==> src/rtl/cap_pkg.sv <==
package cap_pkg;

  typedef enum logic [1:0] {
    CS_IDLE = 2'd0,
    CS_PRE  = 2'd1,
    CS_POST = 2'd2,
    CS_DONE = 2'd3
  } cap_state_e;

  // Requested window-count exponent limited to the build maximum.
  function automatic int unsigned eff_win_log2(int unsigned wl, int unsigned max_log2);
    return (wl > max_log2) ? max_log2 : wl;
  endfunction

  // Samples per window for a given store size and window exponent.
  function automatic int unsigned win_depth(int unsigned depth_log2, int unsigned eff);
    return 32'd1 << (depth_log2 - eff);
  endfunction

  // Ring advance inside one window.
  function automatic int unsigned next_off(int unsigned off, int unsigned wd);
    return (off + 1 == wd) ? 0 : off + 1;
  endfunction

endpackage

==> src/rtl/cap_window_ctrl.sv <==
module cap_window_ctrl
  import cap_pkg::*;
#(
  parameter int ADDR_W      = 5,
  parameter int MAXWIN_LOG2 = 4,
  parameter int WL_W        = 3
) (
  input  logic                   clk,
  input  logic                   rst_n,
  input  logic                   start_i,
  input  logic                   abort_i,
  input  logic                   sample_en_i,
  input  logic                   trig_i,
  input  logic                   trig_enable_i,
  input  logic [WL_W-1:0]        win_log2_i,
  input  logic [ADDR_W-1:0]      trig_pos_i,
  output logic                   wr_en_o,
  output logic [ADDR_W-1:0]      wr_addr_o,
  output logic                   trig_we_o,
  output logic [MAXWIN_LOG2-1:0] trig_win_o,
  output logic [ADDR_W-1:0]      trig_off_o,
  output logic                   clear_o,
  output logic                   done_o
);

  localparam int CNT_W = ADDR_W + 1;

  cap_state_e             state_q;
  logic [CNT_W-1:0]       wd_q;
  logic [CNT_W-1:0]       post_q;
  logic [ADDR_W-1:0]      pos_q;
  logic [ADDR_W-1:0]      off_q;
  logic [MAXWIN_LOG2-1:0] win_q;
  logic [MAXWIN_LOG2-1:0] last_win_q;

  // Settings derived at arm time.
  int unsigned eff_s, wd_s, pos_s;
  always_comb begin
    eff_s = eff_win_log2(32'(win_log2_i), MAXWIN_LOG2);
    wd_s  = win_depth(ADDR_W, eff_s);
    pos_s = 32'(trig_pos_i) & (wd_s - 1);
  end

  // Named internal events.
  logic                capturing, samp, trig_hit, last_post, win_end;
  logic [CNT_W-1:0]    rem;
  logic [CNT_W-1:0]    base_full;
  logic [ADDR_W-1:0]   off_next;

  assign capturing = (state_q == CS_PRE) || (state_q == CS_POST);
  assign samp      = capturing && sample_en_i && !start_i && !abort_i;
  assign trig_hit  = samp && (state_q == CS_PRE) && (trig_i || !trig_enable_i);
  assign rem       = wd_q - CNT_W'(1) - CNT_W'(pos_q);
  assign last_post = samp && (state_q == CS_POST) && (post_q == CNT_W'(1));
  assign win_end   = (trig_hit && (rem == '0)) || last_post;
  assign base_full = CNT_W'(win_q) * wd_q;
  assign off_next  = ADDR_W'(next_off(32'(off_q), 32'(wd_q)));

  assign wr_en_o    = samp;
  assign wr_addr_o  = ADDR_W'(base_full) + off_q;
  assign trig_we_o  = trig_hit;
  assign trig_win_o = win_q;
  assign trig_off_o = off_q;
  assign clear_o    = start_i || abort_i;
  assign done_o     = (state_q == CS_DONE);

  always_ff @(posedge clk) begin
    if (!rst_n) begin
      state_q    <= CS_IDLE;
      wd_q       <= '0;
      post_q     <= '0;
      pos_q      <= '0;
      off_q      <= '0;
      win_q      <= '0;
      last_win_q <= '0;
    end else if (abort_i) begin
      state_q <= CS_IDLE;
    end else if (start_i) begin
      state_q    <= CS_PRE;
      wd_q       <= CNT_W'(wd_s);
      pos_q      <= ADDR_W'(pos_s);
      off_q      <= '0;
      win_q      <= '0;
      post_q     <= '0;
      last_win_q <= MAXWIN_LOG2'((32'd1 << eff_s) - 1);
    end else if (samp) begin
      if (win_end) begin
        off_q  <= '0;
        post_q <= '0;
        if (win_q == last_win_q) begin
          state_q <= CS_DONE;
        end else begin
          win_q   <= win_q + 1'b1;
          state_q <= CS_PRE;
        end
      end else begin
        off_q <= off_next;
        if (trig_hit) begin
          state_q <= CS_POST;
          post_q  <= rem;
        end else if (state_q == CS_POST) begin
          post_q <= post_q - CNT_W'(1);
        end
      end
    end
  end

  assert_offset_in_window_R2: assert property (@(posedge clk) disable iff (!rst_n)
    capturing |-> (CNT_W'(off_q) < wd_q));

  assert_post_count_range_R5: assert property (@(posedge clk) disable iff (!rst_n)
    (state_q == CS_POST) |-> ((post_q != '0) && (post_q < wd_q)));

  assert_done_on_write_R9: assert property (@(posedge clk) disable iff (!rst_n)
    $rose(done_o) |-> $past(wr_en_o));

  assert_abort_idles_R10: assert property (@(posedge clk) disable iff (!rst_n)
    abort_i |=> (!done_o && !wr_en_o));

endmodule

==> src/rtl/cap_sample_store.sv <==
module cap_sample_store #(
  parameter int DATA_W      = 8,
  parameter int ADDR_W      = 5,
  parameter int MAXWIN_LOG2 = 4
) (
  input  logic                   clk,
  input  logic                   rst_n,
  input  logic                   clear_i,
  input  logic                   wr_en_i,
  input  logic [ADDR_W-1:0]      wr_addr_i,
  input  logic [DATA_W-1:0]      wr_data_i,
  input  logic                   trig_we_i,
  input  logic [MAXWIN_LOG2-1:0] trig_win_i,
  input  logic [ADDR_W-1:0]      trig_off_i,
  input  logic [ADDR_W-1:0]      rd_addr_i,
  output logic [DATA_W-1:0]      rd_data_o,
  output logic                   rd_valid_o,
  input  logic [MAXWIN_LOG2-1:0] rd_win_i,
  output logic [ADDR_W-1:0]      rd_trig_off_o
);

  localparam int DEPTH   = 1 << ADDR_W;
  localparam int MAX_WIN = 1 << MAXWIN_LOG2;

  logic [DATA_W-1:0] mem_q  [DEPTH];
  logic [ADDR_W-1:0] toff_q [MAX_WIN];
  logic [DEPTH-1:0]  valid_q;

  always_ff @(posedge clk) begin
    if (wr_en_i) mem_q[wr_addr_i] <= wr_data_i;
    if (trig_we_i) toff_q[trig_win_i] <= trig_off_i;
  end

  always_ff @(posedge clk) begin
    if (!rst_n || clear_i) valid_q <= '0;
    else if (wr_en_i) valid_q[wr_addr_i] <= 1'b1;
  end

  assign rd_data_o     = mem_q[rd_addr_i];
  assign rd_valid_o    = valid_q[rd_addr_i];
  assign rd_trig_off_o = toff_q[rd_win_i];

  assert_clear_empties_R9: assert property (@(posedge clk) disable iff (!rst_n)
    clear_i |=> (valid_q == '0));

  assert_trig_writes_R3: assert property (@(posedge clk) disable iff (!rst_n)
    trig_we_i |-> wr_en_i);

endmodule

==> src/rtl/seg_capture_buffer.sv <==
module seg_capture_buffer #(
  parameter int DATA_W      = 8,
  parameter int DEPTH_LOG2  = 5,
  parameter int MAXWIN_LOG2 = 4,
  localparam int WL_W       = $clog2(MAXWIN_LOG2 + 1)
) (
  input  logic                   clk,
  input  logic                   rst_n,
  input  logic                   start,
  input  logic                   abort,
  input  logic                   sample_en,
  input  logic [DATA_W-1:0]      probe,
  input  logic                   trig,
  input  logic                   trig_enable,
  input  logic [WL_W-1:0]        win_log2,
  input  logic [DEPTH_LOG2-1:0]  trig_pos,
  output logic                   done,
  input  logic [DEPTH_LOG2-1:0]  rd_addr,
  output logic [DATA_W-1:0]      rd_data,
  output logic                   rd_valid,
  input  logic [MAXWIN_LOG2-1:0] rd_win,
  output logic [DEPTH_LOG2-1:0]  rd_trig_off
);

  logic                   wr_en, trig_we, clear;
  logic [DEPTH_LOG2-1:0]  wr_addr, trig_off;
  logic [MAXWIN_LOG2-1:0] trig_win;

  cap_window_ctrl #(
    .ADDR_W(DEPTH_LOG2), .MAXWIN_LOG2(MAXWIN_LOG2), .WL_W(WL_W)
  ) u_ctrl (
    .clk(clk), .rst_n(rst_n), .start_i(start), .abort_i(abort),
    .sample_en_i(sample_en), .trig_i(trig), .trig_enable_i(trig_enable),
    .win_log2_i(win_log2), .trig_pos_i(trig_pos),
    .wr_en_o(wr_en), .wr_addr_o(wr_addr), .trig_we_o(trig_we),
    .trig_win_o(trig_win), .trig_off_o(trig_off), .clear_o(clear),
    .done_o(done)
  );

  cap_sample_store #(
    .DATA_W(DATA_W), .ADDR_W(DEPTH_LOG2), .MAXWIN_LOG2(MAXWIN_LOG2)
  ) u_store (
    .clk(clk), .rst_n(rst_n), .clear_i(clear), .wr_en_i(wr_en),
    .wr_addr_i(wr_addr), .wr_data_i(probe), .trig_we_i(trig_we),
    .trig_win_i(trig_win), .trig_off_i(trig_off), .rd_addr_i(rd_addr),
    .rd_data_o(rd_data), .rd_valid_o(rd_valid), .rd_win_i(rd_win),
    .rd_trig_off_o(rd_trig_off)
  );

endmodule

==> config.mk <==
export PLATFORM = sky130hd
export DESIGN_NAME = seg_capture_buffer
export DESIGN_NICKNAME = d
export VERILOG_FILES = /design/src/rtl/cap_pkg.sv /design/src/rtl/cap_window_ctrl.sv /design/src/rtl/cap_sample_store.sv /design/src/rtl/seg_capture_buffer.sv
export SDC_FILE = /design/constraint.sdc
export NUM_CORES = 1
export LEC_CHECK = 0
export ABC_CLOCK_PERIOD_IN_PS = 4100
export BUFFER_PORTS_ARGS = -buffer_cell sky130_fd_sc_hd__buf_2
export CAP_MARGIN = 20
export CORE_MARGIN = 2
export CORE_UTILIZATION = 27
export DETAILED_ROUTE_END_ITERATION = 16
export PLACE_DENSITY = 0.38
export SETUP_SLACK_MARGIN = 0.2
export SLEW_MARGIN = 20
export SYNTH_ARGS = -nofsm -noshare
export SYNTH_HDL_FRONTEND = slang
export SYNTH_HIERARCHICAL = 1
export SYNTH_SLANG_ARGS = --single-unit
==> constraint.sdc <==
create_clock -name clk -period 4.1 [get_ports clk]
set_input_delay 0.205 -clock clk [delete_from_list [all_inputs] [get_ports clk]]
set_output_delay 0.205 -clock clk [all_outputs]
set_load 0.02 [all_outputs]
# Word level (Yosys, flattened, before mapping)
# Memory sizes are Yosys's and may differ from the RTL's.
# Cells that the tools add are included.
[classes]
reduce_logical = 32
muxes = 27
add_sub_neg = 9
mul = 1
order_cmp = 4
bitwise_logic = 4
n_eq_ne = 7
n_shift = 2
[op_table]
columns = ["operator", "n"]
rows = [
  ["bitwise OR 32 bit", 1],
  ["left shift 1 x 32 -> 4 bit, first input constant", 1],
  ["left shift 1 x 32 -> 6 bit, first input constant", 1],
  ["subtractor 3 x 32 -> 32 bit, first input constant", 1],
  ["two-way mux 6 bit", 5],
  ["two-way mux 5 bit", 4],
  ["two-way mux 4 bit", 4],
  ["< comparator 5 x 6 -> 1 bit, second input constant", 2],
  ["subtractor 6 x 1 -> 6 bit, second input constant", 2],
  ["logical AND 1 bit", 9],
  ["two-way mux 1 bit", 8],
  ["AND reduction 2 bit", 4],
  ["adder 5 x 1 -> 6 bit, second input constant", 1],
  ["equality test 6 x 1 -> 1 bit, second input constant", 1],
  ["equality test 6 bit", 1],
  ["zero test 6 bit", 1],
  ["multiplier 4 x 6 -> 5 bit", 1],
  ["two-way mux 2 bit", 3],
  ["nonzero test 2 bit", 3],
  ["subtractor 6 x 5 -> 6 bit", 1],
  ["adder 5 bit", 1],
  ["AND 5 bit", 1],
  ["binary-select mux 1 bit (select 5 bit)", 1],
  ["demux 1 bit (select 5 bit)", 1],
  ["other kinds (19)", 28],
]
[totals]
inputBits = 32
reg_bits = 64
n_memories = 2
ramBits = 336
[mem_list]
columns = ["memory", "words", "word_bits", "read_ports", "rd_clocked_by_memory_dff", "wr", "line_no", "rtl"]
rows = [
  ["u_store.mem_q", 32, 8, 1, 0, 1, "cap_sample_store.sv:25", "logic [DATA_W-1:0] mem_q [DEPTH];"],
  ["u_store.toff_q", 16, 5, 1, 0, 1, "cap_sample_store.sv:26", "logic [ADDR_W-1:0] toff_q [MAX_WIN];"],
]

# Logic depth before layout (Yosys ltp)
# Gate-level depths: netlist (run 1).
[logic_depth]
ltp_word = 12
depth_mapped = 14

# Hierarchy
# Netlist (run 1), hierarchy kept.
[by_module_without_submodules]
columns = ["module", "seq_area_each_um2", "area_per_inst_um2", "cells_each", "n_inst"]
rows = [
  ["cap_sample_store", 10730.3, 14137.3, 623, 1],
  ["cap_window_ctrl", 640.6, 2427.3, 295, 1],
]

# Least setup slack after synthesis (run 1)
# OpenSTA, ideal clock, no wires.
[synth_timing]
path_kind = "register to register"
from = "register u_ctrl.win_q[1], in the netlist u_ctrl/trig_win_o[1]"
to = "memory u_store.mem_q[19][0], enable pin"
path_stages_with_launch = 12
path_buffers = 0
setup_ns = 0.374
synth_period_minus_slack_ns = 4.314
setup_slack_ns = -0.214
arrival_time_ns = 3.940
cell_sequence = "dfxtp_1 nand2_1 fa_1 fa_1 fa_1 inv_1 ha_1 a21oi_1 xnor2_1 xnor2_1 or3b_2 nor2_1"
[synth_via]
elab_chain_len = 2
[synth_lines]
columns = ["element", "line_no", "rtl"]
rows = [
  ["start, declared", "cap_window_ctrl.sv:33", "logic [MAXWIN_LOG2-1:0] win_q;"],
  ["start signal, assigned", "cap_window_ctrl.sv:93", "win_q <= win_q + 1'b1;"],
  ["multiplier 4 x 6 -> 5 bit", "cap_window_ctrl.sv:56", "assign base_full = CNT_W'(win_q) * wd_q;"],
  ["adder 5 bit", "cap_window_ctrl.sv:60", "assign wr_addr_o = ADDR_W'(base_full) + off_q;"],
  ["named net wr_addr[4]", "seg_capture_buffer.sv:26", "logic [DEPTH_LOG2-1:0] wr_addr, trig_off;"],
  ["end, declared", "cap_sample_store.sv:25", ""],
]
# The timed path passes the listed nets, and every way through them passes these cells.

# Worst setup path after layout (run 1)
[layout_timing]
from = "register u_ctrl.wd_q[0]"
to = "memory u_store.mem_q[9][0], enable pin"
[layout_via]
elab_chain_len = 2
[layout_lines]
columns = ["element", "line_no", "rtl"]
rows = [
  ["start, declared", "cap_window_ctrl.sv:29", "logic [CNT_W-1:0] wd_q;"],
  ["start signal, assigned", "cap_window_ctrl.sv:80", "wd_q <= CNT_W'(wd_s);"],
  ["multiplier 4 x 6 -> 5 bit", "cap_window_ctrl.sv:56", ""],
  ["adder 5 bit", "cap_window_ctrl.sv:60", ""],
  ["named net wr_addr[4]", "seg_capture_buffer.sv:26", ""],
]
# The timed path passes the listed nets, and every way through them passes these cells.

==> impl_metrics.json, run 1 <==
{
  "whs_endpoint": "u_ctrl/last_win_q[1]",
  "slew_headroom": 0.373,
  "first_iter_violations": 605,
  "cts_sinks": 400,
  "cpMaxStageDelayCell": "fa_1",
  "critPathMaxStageDelay_ps": 560,
  "synth_top_area_share": 0.609,
  "overflow": 0,
  "grt_max_degree": 73,
  "cp.arrival_ps": 4200,
  "wl_per_cell_um": 22.5,
  "grt_pass1_wl_um": 62200,
  "hold_path_depth": 3,
  "p_leak_nw": 6.47,
  "ys.flop_type": "edfxtp_1",
  "setup_slack_ps": 189,
  "placed_cell_area_um2": 18200,
  "drt_first_pass_iters": 5,
  "final_cell_area_um2": 20100,
  "vias": 8686,
  "final.min_clock_period_ps": 3910,
  "r2r-end": "u_store/mem_q[9][0]",
  "tightest_slew_ps": 939,
  "synth_largest_area_cell": "edfxtp_1",
  "postSynth.asyncResetShare": 0,
  "hpwl_um": 26600,
  "end_kind": "register",
  "ff2ff_path_depth": 13,
  "finalPower_w": 0.00887,
  "clk_pin_slew_worst_paths_ps": 60,
  "grt_pass1_vias": 9046,
  "ys_warn_count": 6,
  "die_w_um": 252,
  "tritoncts": "done",
  "fin_skew_ps": 17.4,
  "drc": 0,
  "ys_ff_latch": 400,
  "slew_viol_final": 0,
  "hp-class": "in2reg",
  "min_from": "win_log2[1]",
  "synthTopCellsByArea": "edfxtp_1 61%, mux4_2 16%, dfxtp_1 7.7%",
  "switching_share": 0.211,
  "ant_nets": 0,
  "r2r_start": "u_ctrl/wd_q[0]",
  "period_share": 0.954,
  "die_h_um": 252,
  "synth.avg_cell_area_um2": 18.0,
  "path_common_cell": "fa_1",
  "fmax_ghz": 0.256,
  "crit_chain": "nand2_2 -> fa_1 -> fa_1 -> fa_1 -> inv_2 -> ha_4 -> a21oi_4 -> xnor2_4 -> xnor2_4 -> buf_12 -> or3b_4 -> nor2_4 -> clkbuf_16",
  "clock_power_share": 0.452,
  "dp_slack_ps": 78.5,
  "cts_buffer_depth": 3,
  "synthTopCellsByCount": "336 x edfxtp_1, 115 x mux4_2, 64 x dfxtp_1",
  "cts-buffers-inserted": 44,
  "antenna_found_initial": 4,
  "crit_path_start_kind": "register",
  "final.setup.tns_ps": 0,
  "drv_cap": 0,
  "synth-edff-count": 336,
  "nFillCells": 5823,
  "dieArea_um2": 63300,
  "synth_cells": 918,
  "synth_nets": 976,
  "critPathMaxFanout": 4,
  "yosysSeqAreaShare": 0.686,
  "drt_wl_total_um": 41900,
  "p_sw_w": 0.00187,
  "setup_viol": 0,
  "seqCellArea_um2": 11400,
  "row_count": 90,
  "viasPerCell": 4.66,
  "required_ps": 4390,
  "r2r_slack_ps": 190,
  "nets": 1101,
  "portBuffers": 46,
  "synth.most_common_cell": "edfxtp_1",
  "rsz0062_at_grt": "yes",
  "grt_usage": 0.134,
  "internal_power_w": 0.00699,
  "area_growth_pct": 21.2,
  "initial_core_util": 0.274,
  "synth_cell_types": 60,
  "core_area_um2": 60500,
  "synth_area_um2": 16600,
  "seq_power_share": 0.497,
  "htree_num_levels": 2,
  "setup.worst_path.class": "reg2reg",
  "io_pins": 47,
  "root_buffer": "clkbuf_16",
  "status": "completed",
  "hold_viol": 0,
  "multiInputGateArea_um2": 5130,
  "place_congestion": 0.719,
  "p_per_area_nw_per_um2": 442,
  "drive_above_1_share": 0.321,
  "ir_drop_mv": 0.297,
  "power_frac_comb": 0.051,
  "clkLatencyLatePin_ps": 570
}
==> per-layer routing <==
| layer | GRT usage | share of wire | vias up |
|---|---|---|---|
| li1 | - | - | 3929 |
| met1 | 0.189 | 0.48 | 4562 |
| met2 | 0.213 | 0.47 | 141 |
| met3 | 0.0223 | 0.034 | 54 |
| met4 | 0.0359 | 0.018 | 0 |
| met5 | 0 | 0 | - |
==> placed cells by master (no fill, tap or decap), drive strengths merged, types with 10 or more instances in the layout <==
cell	synthesis	final
edfxtp	336	336
mux4	115	115
buf	18	109
clkbuf	22	71
dfxtp	64	64
nor2	58	58
nand2	44	44
o21a	33	33
a21oi	24	24
inv	21	21
ha	20	20
xnor2	17	17
nand3b	12	12
nor3	12	12
nand2b	10	10
nand3	10	10
==> power groups by stage <==
stage / logic [W] / clock network (W) / registers (W)
floorplan: 0.000269 / 0 / 0.00449
global placement: 0.000461 / 0 / 0.00449
detailed placement: 0.000459 / 0 / 0.00449
CTS: 0.000466 / 0.00416 / 0.00441
global route: 0.000491 / 0.00430 / 0.00441
finish: 0.000452 / 0.00401 / 0.00441
==> worst max-delay path: cells and delay by family (launching register included) <==
family,cells,cell delay (ps)
simple gates,3,720
xor+xnor,2,270
flops,1,340
buf+inv,3,390
compound gates,1,180
fa+ha+maj,4,1760
==> registers in the layout (all words and copies together), names as in the netlist <==
signal,cells
u_ctrl/last_win_q,4
u_ctrl/pos_q,5
u_ctrl/post_q,6
u_ctrl/state_q,2
u_ctrl/trig_off_o,5
u_ctrl/trig_win_o,4
u_ctrl/wd_q,6
u_store/mem_q,256
u_store/toff_q,80
u_store/valid_q,32
==> cell families (layout without fill, tap and decap cells) <==
kind of cell,Yosys count,in the layout,synth area share
flip-flops,400,400,0.686
multiplexers,127,127,0.164
AO/OA/AOI/OAI,97,97,0.0409
other,0,2,0
adder cells (fa/ha/maj),26,26,0.0224
AND/OR/NAND/NOR,184,184,0.0577
buffers and inverters,61,222,0.0161
XOR/XNOR,23,23,0.0122
==> metrics by stage <==
step | hold WS, ps | cells | util
global placement | 439 | 1761 | 0.301
floorplan | 284 | 918 | -
global route | 71.0 | 1861 | 0.332
CTS | 1.21 | 1857 | 0.328
detailed placement | 447 | 1761 | 0.301
finish | 41.7 | 1863 | 0.332
==> worst max-delay path by stage <==
stage | from | to | cells past startpoint
after global routing | u_ctrl/wd_q[0] | u_store/mem_q[9][0] | 13
after CTS | u_ctrl/wd_q[1] | u_store/mem_q[18][7] | 15
final | u_ctrl/wd_q[0] | u_store/mem_q[9][0] | 13
after detailed placement | u_ctrl/trig_win_o[2] | u_store/mem_q[18][0] | 11
after floorplan | u_ctrl/trig_win_o[1] | u_store/mem_q[3][0] | 11
after global placement | u_ctrl/trig_win_o[1] | u_store/mem_q[18][0] | 11
==> cell type report <==
type / instances / area share
flip-flops and latches: 400 / 0.567
multi-input cells: 457 / 0.256
clock buffers: 69 / 0.0641
repair buffers: 119 / 0.0520
well taps: 782 / 0.0487
clock inverters: 13 / 0.00860
inverters: 21 / 0.00393
diodes: 2 / 0.000249
==> timing repair <==
item                                    CTS  global route
resized for setup                         4            33
hold buffers                              8             0
cloned                                    0             3
pin swaps                                 6            15
buffers inserted                          6             1
endpoints found under the setup margin   97           280
hold endpoints to repair                 10             0
(Power assumes the default switching activity.)
==> run 2: changes to the inputs <==
Settings changed: ABC_AREA set to 0, CELL_PAD_IN_SITES_DETAIL_PLACEMENT set to 1, CELL_PAD_IN_SITES_GLOBAL_PLACEMENT set to 1, PLACE_DENSITY 0.38 to 0.43.
==> run 2 against run 1 <==
  * Clock power increased by 3%
  * Setup slack gained 45 ps
  * Sequential share of layout area about the same
  * Maximum frequency grew 1.2%
  * Global-route usage grew 1.1 points
  * Sequential power barely moved
  * Critical path type unchanged
==> impl_metrics.json, run 2 (synthesis results as in run 1) <==
{
  "p_per_area_nw_per_um2": 449,
  "final.min_clock_period_ps": 3870,
  "ir_drop_mv": 0.280,
  "crit_cells": 12,
  "setup_viol": 0,
  "dp_slack_ps": -103,
  "portBuffers": 46,
  "largest_registers": "u_store/mem_q x256, u_store/toff_q x80, u_store/valid_q x32",
  "viasPerCell": 4.70,
  "cp.buffers_inverters": 2,
  "grt_pass1_vias": 9674,
  "drc": 0,
  "end_kind": "register",
  "rsz0062_at_grt": "yes",
  "crit_path_start_kind": "register",
  "path_common_cell": "fa_1",
  "place_inst": 1768,
  "tightest_slew_ps": 858,
  "cpMaxStageDelayCell": "fa_1",
  "io_pins": 47,
  "grt_pass1_wl_um": 67200,
  "hpwl_um": 29100,
  "die_w_um": 252,
  "antenna_found_initial": 0,
  "diodes": 0,
  "hold_viol": 0,
  "largest_reg_flops": 256,
  "most-common-layout-cells": "336 x edfxtp_1, 115 x mux4_2, 59 x dfxtp_1",
  "required_ps": 4400,
  "cts_sinks": 400,
  "ant_nets": 0,
  "die_h_um": 252,
  "stdcell_count": 1871,
  "regMostFlops": "u_store/mem_q",
  "final_core_utilization": 0.332,
  "wl_per_cell_um": 24.2,
  "critPathMaxFanout": 5,
  "area_growth_pct": 21.1,
  "status": "completed",
  "htree_num_levels": 2,
  "cts_buffer_depth": 3,
  "initial_core_util": 0.274,
  "core_area_um2": 60500,
  "hp-class": "in2reg",
  "first_iter_violations": 443,
  "setup_slack_ps": 234,
  "dieArea_um2": 63300,
  "cts-buffers-inserted": 46,
  "period_share": 0.943,
  "vias": 8787,
  "drv_cap": 0,
  "slew_viol_final": 0,
  "p_leak_nw": 6.52,
  "tritoncts": "done",
  "slew_headroom": 0.428,
  "fin_skew_ps": 22.0,
  "overflow": 0,
  "grt_max_degree": 39,
  "nFillCells": 6068,
  "hold_path_depth": 3,
  "cp_top_family": "adder cells",
  "drive_above_1_share": 0.320,
  "nets": 1110,
  "grt_usage": 0.145,
  "setup.worst_path.class": "reg2reg",
  "clkLatencyLatePin_ps": 580,
  "crit_chain": "nand2_1 -> fa_1 -> fa_1 -> fa_1 -> inv_2 -> ha_4 -> a21oi_4 -> xnor2_2 -> xnor2_2 -> or3b_4 -> nor2_4 -> clkbuf_16",
  "clk_pin_slew_worst_paths_ps": 60,
  "cp.arrival_ps": 4170,
  "final.setup.tns_ps": 0,
  "drt_wl_total_um": 45200,
  "ff2ff_path_depth": 12,
  "place_congestion": 0.711,
  "layout_commonest_cell": "edfxtp_1",
  "critPathMaxStageDelay_ps": 510,
  "row_count": 90,
  "fmax_ghz": 0.259,
  "root_buffer": "clkbuf_16",
  "drt_first_pass_iters": 4
}
[run 2: cell count changes in the layout (fill, tap and decap cells not counted), moves of 3 or more]
cell	change
clkinv_1	+9
buf_12	-3
buf_4	+10
clkbuf_1	-8
[run 2: final timing paths]
path | end | startpoint | slack, ps
setup reg to reg | u_store/mem_q[17][2] | u_ctrl/wd_q[0] | 230
hold / removal | u_ctrl/trig_win_o[1] | rst_n | 50
hold reg to reg | u_ctrl/pos_q[4] | u_ctrl/pos_q[4] | 450
setup / recovery | u_store/mem_q[17][2] | u_ctrl/wd_q[0] | 230
[run 2: where the power goes]
group	internal (W)	total, W	leakage [nW]	switching [W]
registers	0.00440	0.00441	3.57	0.00000782
clock network	0.00244	0.00413	0.732	0.00169
logic	0.000184	0.000463	2.22	0.000278
total	0.00703	0.00900	6.52	0.00198
[run 2: stage by stage]
| stage | total power, W | hold slack [ps] | area (um2) |
|---|---|---|---|
| 2_1_floorplan | 0.00476 | 284 | 16600 |
| 3_3_place_gp | 0.00497 | 440 | 18200 |
| 3_5_place_dp | 0.00496 | 449 | 18200 |
| 4_1_cts | 0.00915 | 20.8 | 20000 |
| 5_1_grt | 0.00932 | 55.1 | 20100 |
| 6_report | 0.00900 | 52.3 | 20100 |
[run 2: cell type report]
| class | instances | area, um2 | area share |
|---|---|---|---|
| Clock inverter | 26 | 282 | 0.0140 |
| Tap cell | 782 | 978 | 0.0488 |
| Sequential cell | 400 | 11400 | 0.567 |
| Inverter | 21 | 78.8 | 0.00393 |
| Timing Repair Buffer | 126 | 1040 | 0.0521 |
| Clock buffer | 59 | 1230 | 0.0613 |
| Multi-Input combinational cell | 457 | 5070 | 0.253 |
[run 2: what timing repair did]
item | in CTS | in global routing
endpoints found under the hold margin | 9 | 0
hold buffers | 9 | 0
resized for setup | 16 | 11
pin swaps | 4 | 5
endpoints found under the setup margin | 242 | 200
buffers inserted | 4 | 4
cloned | 0 | 1
[run 2: routing by layer]
layer,vias to the layer above,track usage,wire [um]
li1,3948,-,-
met1,4667,0.196,20600
met2,117,0.243,22200
met3,55,0.0220,1580
met4,0,0.0391,897
met5,-,0,0
[run 2: worst min-delay path, cell delays in order]
cell     delay [ps]
buf_2           190
nand2_1         100
o22ai_1          60
